### src/rtl/cursor_shadow_pkg.sv
// Package: shared constants for the double-buffered cursor register bank.
// Assumes three cursor registers, selected by a small register index.
package cursor_shadow_pkg;
    localparam int REG_COUNT = 3;
    localparam int IDX_CTRL  = 0;
    localparam int IDX_BASE  = 1;
    localparam int IDX_POS   = 2;
    localparam int BASE_RSV_BIT = 5;
endpackage

### src/rtl/cursor_hold_bank.sv
// Module: cursor_hold_bank
// Holds the processor-written copy of every cursor register and decodes
// which register a write strikes. Assumes DATA_W > BASE_RSV_BIT.
// Unmatched addresses are dropped.
module cursor_hold_bank
    import cursor_shadow_pkg::*;
#(
    parameter int ADDR_W = 4,
    parameter int DATA_W = 32
) (
    input  logic                                clk,
    input  logic                                rst_n,
    input  logic                                wr_en,
    input  logic [ADDR_W-1:0]                   wr_addr,
    input  logic [DATA_W-1:0]                   wr_data,
    output logic [REG_COUNT-1:0][DATA_W-1:0]    hold_q,
    output logic                                ctrl_hit,
    output logic                                base_hit
);
    logic [REG_COUNT-1:0] hit;

    for (genvar g = 0; g < REG_COUNT; g++) begin : g_reg
        localparam logic [DATA_W-1:0] KEEP_MASK =
            (g == IDX_BASE) ? ~(DATA_W'(1) << BASE_RSV_BIT) : '1;

        // Decode: this register is the target of the current write.
        assign hit[g] = wr_en && (wr_addr == ADDR_W'(g));

        // Holding storage: load masked write data on a hit.
        always_ff @(posedge clk) begin
            if (!rst_n)
                hold_q[g] <= '0;
            else if (hit[g])
                hold_q[g] <= wr_data & KEEP_MASK;
        end
    end

    assign ctrl_hit = hit[IDX_CTRL];
    assign base_hit = hit[IDX_BASE];
endmodule

### src/rtl/cursor_arm_ctrl.sv
// Module: cursor_arm_ctrl
// Tracks the arm and control-pending flags and the open write sequence.
// It detects the rising edge of vblank and issues a copy strobe when the
// edge qualifies. Assumes vblank is already synchronous to clk.
module cursor_arm_ctrl (
    input  logic clk,
    input  logic rst_n,
    input  logic vblank,
    input  logic wr_en,
    input  logic ctrl_hit,
    input  logic base_hit,
    input  logic seq_start,
    input  logic seq_end,
    output logic copy,
    output logic upd_done
);
    logic vb_q, armed_q, pend_q, seq_q, done_q;
    logic vb_rise, seq_busy;

    assign vb_rise  = vblank && !vb_q;
    assign seq_busy = seq_q || seq_start;
    assign copy     = vb_rise && armed_q && !pend_q && !wr_en && !seq_busy;

    // Edge history: remember the previous vblank sample.
    always_ff @(posedge clk) begin
        if (!rst_n) vb_q <= 1'b0;
        else        vb_q <= vblank;
    end

    // Arm / pending flags: control write disarms, base write arms, copy clears.
    always_ff @(posedge clk) begin
        if (!rst_n) begin
            armed_q <= 1'b0;
            pend_q  <= 1'b0;
        end else if (ctrl_hit) begin
            armed_q <= 1'b0;
            pend_q  <= 1'b1;
        end else if (base_hit) begin
            armed_q <= 1'b1;
            pend_q  <= 1'b0;
        end else if (copy) begin
            armed_q <= 1'b0;
        end
    end

    // Sequence window: start wins over end in the same cycle.
    always_ff @(posedge clk) begin
        if (!rst_n)         seq_q <= 1'b0;
        else if (seq_start) seq_q <= 1'b1;
        else if (seq_end)   seq_q <= 1'b0;
    end

    // Completion pulse: aligned with the active-set load.
    always_ff @(posedge clk) begin
        if (!rst_n) done_q <= 1'b0;
        else        done_q <= copy;
    end

    assign upd_done = done_q;
endmodule

### src/rtl/cursor_active_bank.sv
// Module: cursor_active_bank
// Active copy of the cursor registers, read by the display pipeline.
// Loads every register from the holding set at once on the copy strobe.
module cursor_active_bank
    import cursor_shadow_pkg::*;
#(
    parameter int DATA_W = 32
) (
    input  logic                             clk,
    input  logic                             rst_n,
    input  logic                             copy,
    input  logic [REG_COUNT-1:0][DATA_W-1:0] hold_q,
    output logic [REG_COUNT-1:0][DATA_W-1:0] act_q
);
    for (genvar g = 0; g < REG_COUNT; g++) begin : g_act
        // Active storage: transfer from the holding copy on a copy strobe.
        always_ff @(posedge clk) begin
            if (!rst_n)    act_q[g] <= '0;
            else if (copy) act_q[g] <= hold_q[g];
        end
    end
endmodule

### src/rtl/cursor_shadow_regs.sv
// Module: cursor_shadow_regs (top)
// Double-buffered cursor register bank: holding set, arm control and
// active set. Assumes single-cycle register writes and a synchronous vblank.
module cursor_shadow_regs
    import cursor_shadow_pkg::*;
#(
    parameter int ADDR_W = 4,
    parameter int DATA_W = 32
) (
    input  logic              clk,
    input  logic              rst_n,
    input  logic              wr_en,
    input  logic [ADDR_W-1:0] wr_addr,
    input  logic [DATA_W-1:0] wr_data,
    input  logic              seq_start,
    input  logic              seq_end,
    input  logic              vblank,
    output logic [DATA_W-1:0] act_ctrl,
    output logic [DATA_W-1:0] act_base,
    output logic [DATA_W-1:0] act_pos,
    output logic              upd_done
);
    logic [REG_COUNT-1:0][DATA_W-1:0] hold_q;
    logic [REG_COUNT-1:0][DATA_W-1:0] act_q;
    logic ctrl_hit, base_hit, copy;

    cursor_hold_bank #(.ADDR_W(ADDR_W), .DATA_W(DATA_W)) u_hold (
        .clk(clk), .rst_n(rst_n), .wr_en(wr_en), .wr_addr(wr_addr),
        .wr_data(wr_data), .hold_q(hold_q), .ctrl_hit(ctrl_hit),
        .base_hit(base_hit)
    );

    cursor_arm_ctrl u_arm (
        .clk(clk), .rst_n(rst_n), .vblank(vblank), .wr_en(wr_en),
        .ctrl_hit(ctrl_hit), .base_hit(base_hit), .seq_start(seq_start),
        .seq_end(seq_end), .copy(copy), .upd_done(upd_done)
    );

    cursor_active_bank #(.DATA_W(DATA_W)) u_act (
        .clk(clk), .rst_n(rst_n), .copy(copy), .hold_q(hold_q), .act_q(act_q)
    );

    assign act_ctrl = act_q[IDX_CTRL];
    assign act_base = act_q[IDX_BASE];
    assign act_pos  = act_q[IDX_POS];
endmodule

### config.mk
export PLATFORM = sky130hd
export DESIGN_NAME = cursor_shadow_regs
export DESIGN_NICKNAME = d
export VERILOG_FILES = /design/src/rtl/cursor_shadow_pkg.sv /design/src/rtl/cursor_hold_bank.sv /design/src/rtl/cursor_arm_ctrl.sv /design/src/rtl/cursor_active_bank.sv /design/src/rtl/cursor_shadow_regs.sv
export SDC_FILE = /design/constraint.sdc
export NUM_CORES = 1
export LEC_CHECK = 0
export CORE_MARGIN = 1.5
export CORE_UTILIZATION = 45
export CTS_BUF_LIST = sky130_fd_sc_hd__clkbuf_8
export DETAILED_ROUTE_END_ITERATION = 8
export PLACE_DENSITY = 0.71
export SETUP_SLACK_MARGIN = 0.05
export SLEW_MARGIN = 15
export SYNTH_ARGS = -nofsm -noshare
export SYNTH_HDL_FRONTEND = slang
export SYNTH_SLANG_ARGS = --single-unit
### constraint.sdc
create_clock -name clk -period 2.2 [get_ports clk]
set_input_delay 0.66 -clock clk [delete_from_list [all_inputs] [get_ports clk]]
set_output_delay 0.66 -clock clk [all_outputs]
set_load 0.1 [all_outputs]
==> flow_summary.ini <==
[run_status]
status = finished, final reports clean

[grt]
grt_pass1_vias = 6289
met1_usage_pct = 36.83
antenna_found_initial = 1
top_usage_layer = met1
grt-ovfl-total = 0
grt_max_degree = 67
grt.met3_usage_pct = 4.302
grt_usage_pct = 24.79
grtUsageMet2_pct = 36.28
grt_pass1_wl_mm = 33.17

[sta]
hold_ws_ns = 0.4610
slew_viol_final = 0
setup_violations = 0
max_freq_ghz = 0.5350
rsz0062_at_grt = no
finalHoldViolations = 0
min_period_ns = 1.869
clock_skew_ns = 0.009140
fin_crit_sh_pct = 84.97

[power_and_ir_drop]
p_leak_nw = 3.298
powerDensity_mw_per_mm2 = 681.6
vdd_drop_max_mv = 0.4639

[route]
antenna_left = 0
drc_errors = 0
viasPerCell = 5.750
wl_per_cell_microns = 17.35
vias = 7049
dr.first_iter.drc_count = 890
firstDrtPassIters = 6
drt-total-wl_mm = 21.27

[placement]
io_buffers = 137
detailed_place_hpwl_mm = 13.78
place_inst = 1193
place_congestion = 0.8615

[final_layout]
nets = 1038
area_growth_pct = 30.43
final_util_pct = 60.38
drive_above_1_share_pct = 18.33
instances_no_fill = 1226

[setup_path]
r2r-end = u_arm.armed_q
rrSetupSlack_ns = 0.60
ff2ff_path_depth = 4
cp-startpoint = wr_en
timing.rr.start = u_arm.pend_q
worstSetupPathType = input port to flop
crit_required_ns = 2.54
crit_path_end = u_arm.armed_q
end_kind = flop
critPathArrivalTime_ns = 2.21
cp_max_fo = 24
critPathLaunchType = input port

[yosys]
synth.net_count = 938
avgSynthCellArea_sq_um = 8.236
ys_warn_count = 0
seq_area_frac_synth_pct = 52.90
ys_types = 27
syn_inst = 896
netlist_area_sq_mm = 0.007380
synth_seq_cells = 195

[clock_tree]
clk_pin_slew_ns = 0.09
htreeDepth = 4
cts_buffers = 17
cts_resized = 0
ctsHoldBuffers = 0
root_buffer = clkbuf_8
cts_sinks = 195
post_cts_buffers = 0
clockBufferDepth = 2
cts_tree = done
clk_latency_ns = 0.46

[floorplanning]
coreArea_sq_mm = 0.01594
die_y_microns = 131.1
num_rows = 46
pin_count = 139
die_w_microns = 131.1
die_area_sq_mm = 0.01718
initial_core_util_pct = 46.29

[min_path]
hold_path_class = flop to flop

[flow_run]
maxCapViolCount = 0
-- layer usage --
layer  part of all wire (%)  up-vias  routed length [microns]
met4                    1.6        0                      345
met5                      0        -                        0
met2                     45      296                     9493
li1                       -     3403                        -
met1                     47     3316                     9980
met3                    6.8       34                     1449
-- report_power, final --
group / switching, mW / internal (mW) / total [mW]
sequential: 0.0128 / 3.55 / 3.56
combinational: 0.311 / 0.184 / 0.494
clock: 1.24 / 1.27 / 2.50
-- sequential cells by signal, indices dropped and copies added (netlist names) --
signal and count:
u_act.act_q 95, u_arm.armed_q 1, u_arm.pend_q 1, u_arm.seq_q 1
u_arm.upd_done 1, u_arm.vb_q 1, u_hold.hold_q 95
-- cells in the mapped netlist, drive strengths merged --
library cell	count	area, sq um
dfxtp	195	3904
a21oi	192	960.9
o21ai	192	960.9
nand3	190	950.9
clkbuf	79	296.5
buf	26	155.2
nand2	3	11.26
and2	2	12.52
inv	2	7.510
nor3	2	15.01
nor4b	2	30.03
or4b	2	20.02
a221oi	1	8.760
clkinv	1	3.750
conb	1	3.750
nand2b	1	6.260
nor2	1	3.750
nor2b	1	6.260
nor3b	1	7.510
or3	1	6.260
or3b	1	8.760
-- per-stage QoR --
stage	power, mW	TNS, ns	instance area (sq um)	setup slack (ns)
6_report	6.560	0	9625	0.3307
5_1_grt	6.772	0	9625	0.2543
4_1_cts	6.599	0	9623	0.3622
3_5_place_dp	4.134	-10.20	9190	-0.1283
3_3_place_gp	4.133	-5.624	9190	-0.1070
2_1_floorplan	3.870	0	7380	0.3171
-- placed cells by master, fill, tap and decap left out, drive strengths merged, types with 2 or more instances in the layout --
cell type,Yosys,final
a21oi,192,192
and2,2,2
buf,26,145
bufinv,0,4
clkbuf,79,18
clkdlybuf4s50,0,41
clkinv,1,5
dfxtp,195,195
inv,2,7
nand2,3,3
nand3,190,190
nor3,2,2
nor4b,2,2
o21ai,192,192
or4b,2,2
-- critical path, stage by stage --
cell	delay (ns)
clkdlybuf4s50_1	0.45
or4b_4	0.56
buf_4	0.24
o21ai_0	0.19
a221oi_1	0.09
-- layout make-up --
class,count,area [sq um]
clock inverter,14,185.2
tap,216,270.3
antenna,1,2.502
fill,1439,6317
timing repair buffer,186,1949
inverter,3,16.27
multi-input combinational,593,3050
sequential,195,3904
clock buffer,18,247.7
-- worst min-delay path by stage --
stage                            from         endpoint  slack [ns]  cells after the start
detailed placement  u_hold.hold_q[48]  u_act.act_q[48]        0.45                      2
global placement    u_hold.hold_q[75]  u_act.act_q[75]        0.45                      2
floorplan            u_hold.hold_q[0]   u_act.act_q[0]        0.44                      2
CTS                 u_hold.hold_q[71]  u_act.act_q[71]        0.46                      2
global route        u_hold.hold_q[16]  u_act.act_q[16]        0.48                      2
finish               u_hold.hold_q[4]   u_act.act_q[4]        0.46                      2
-- kinds of logic after synthesis --
group                  count (synthesis)  share of synthesized area (%)
AND/OR/NAND/NOR                      207                          14.62
flip-flops                           195                          52.90
buffers and inverters                108                          6.273
AO/OA/AOI/OAI                        385                          26.16
other                                  1                        0.05082
Note: power is estimated with default switching activity, not from simulation.
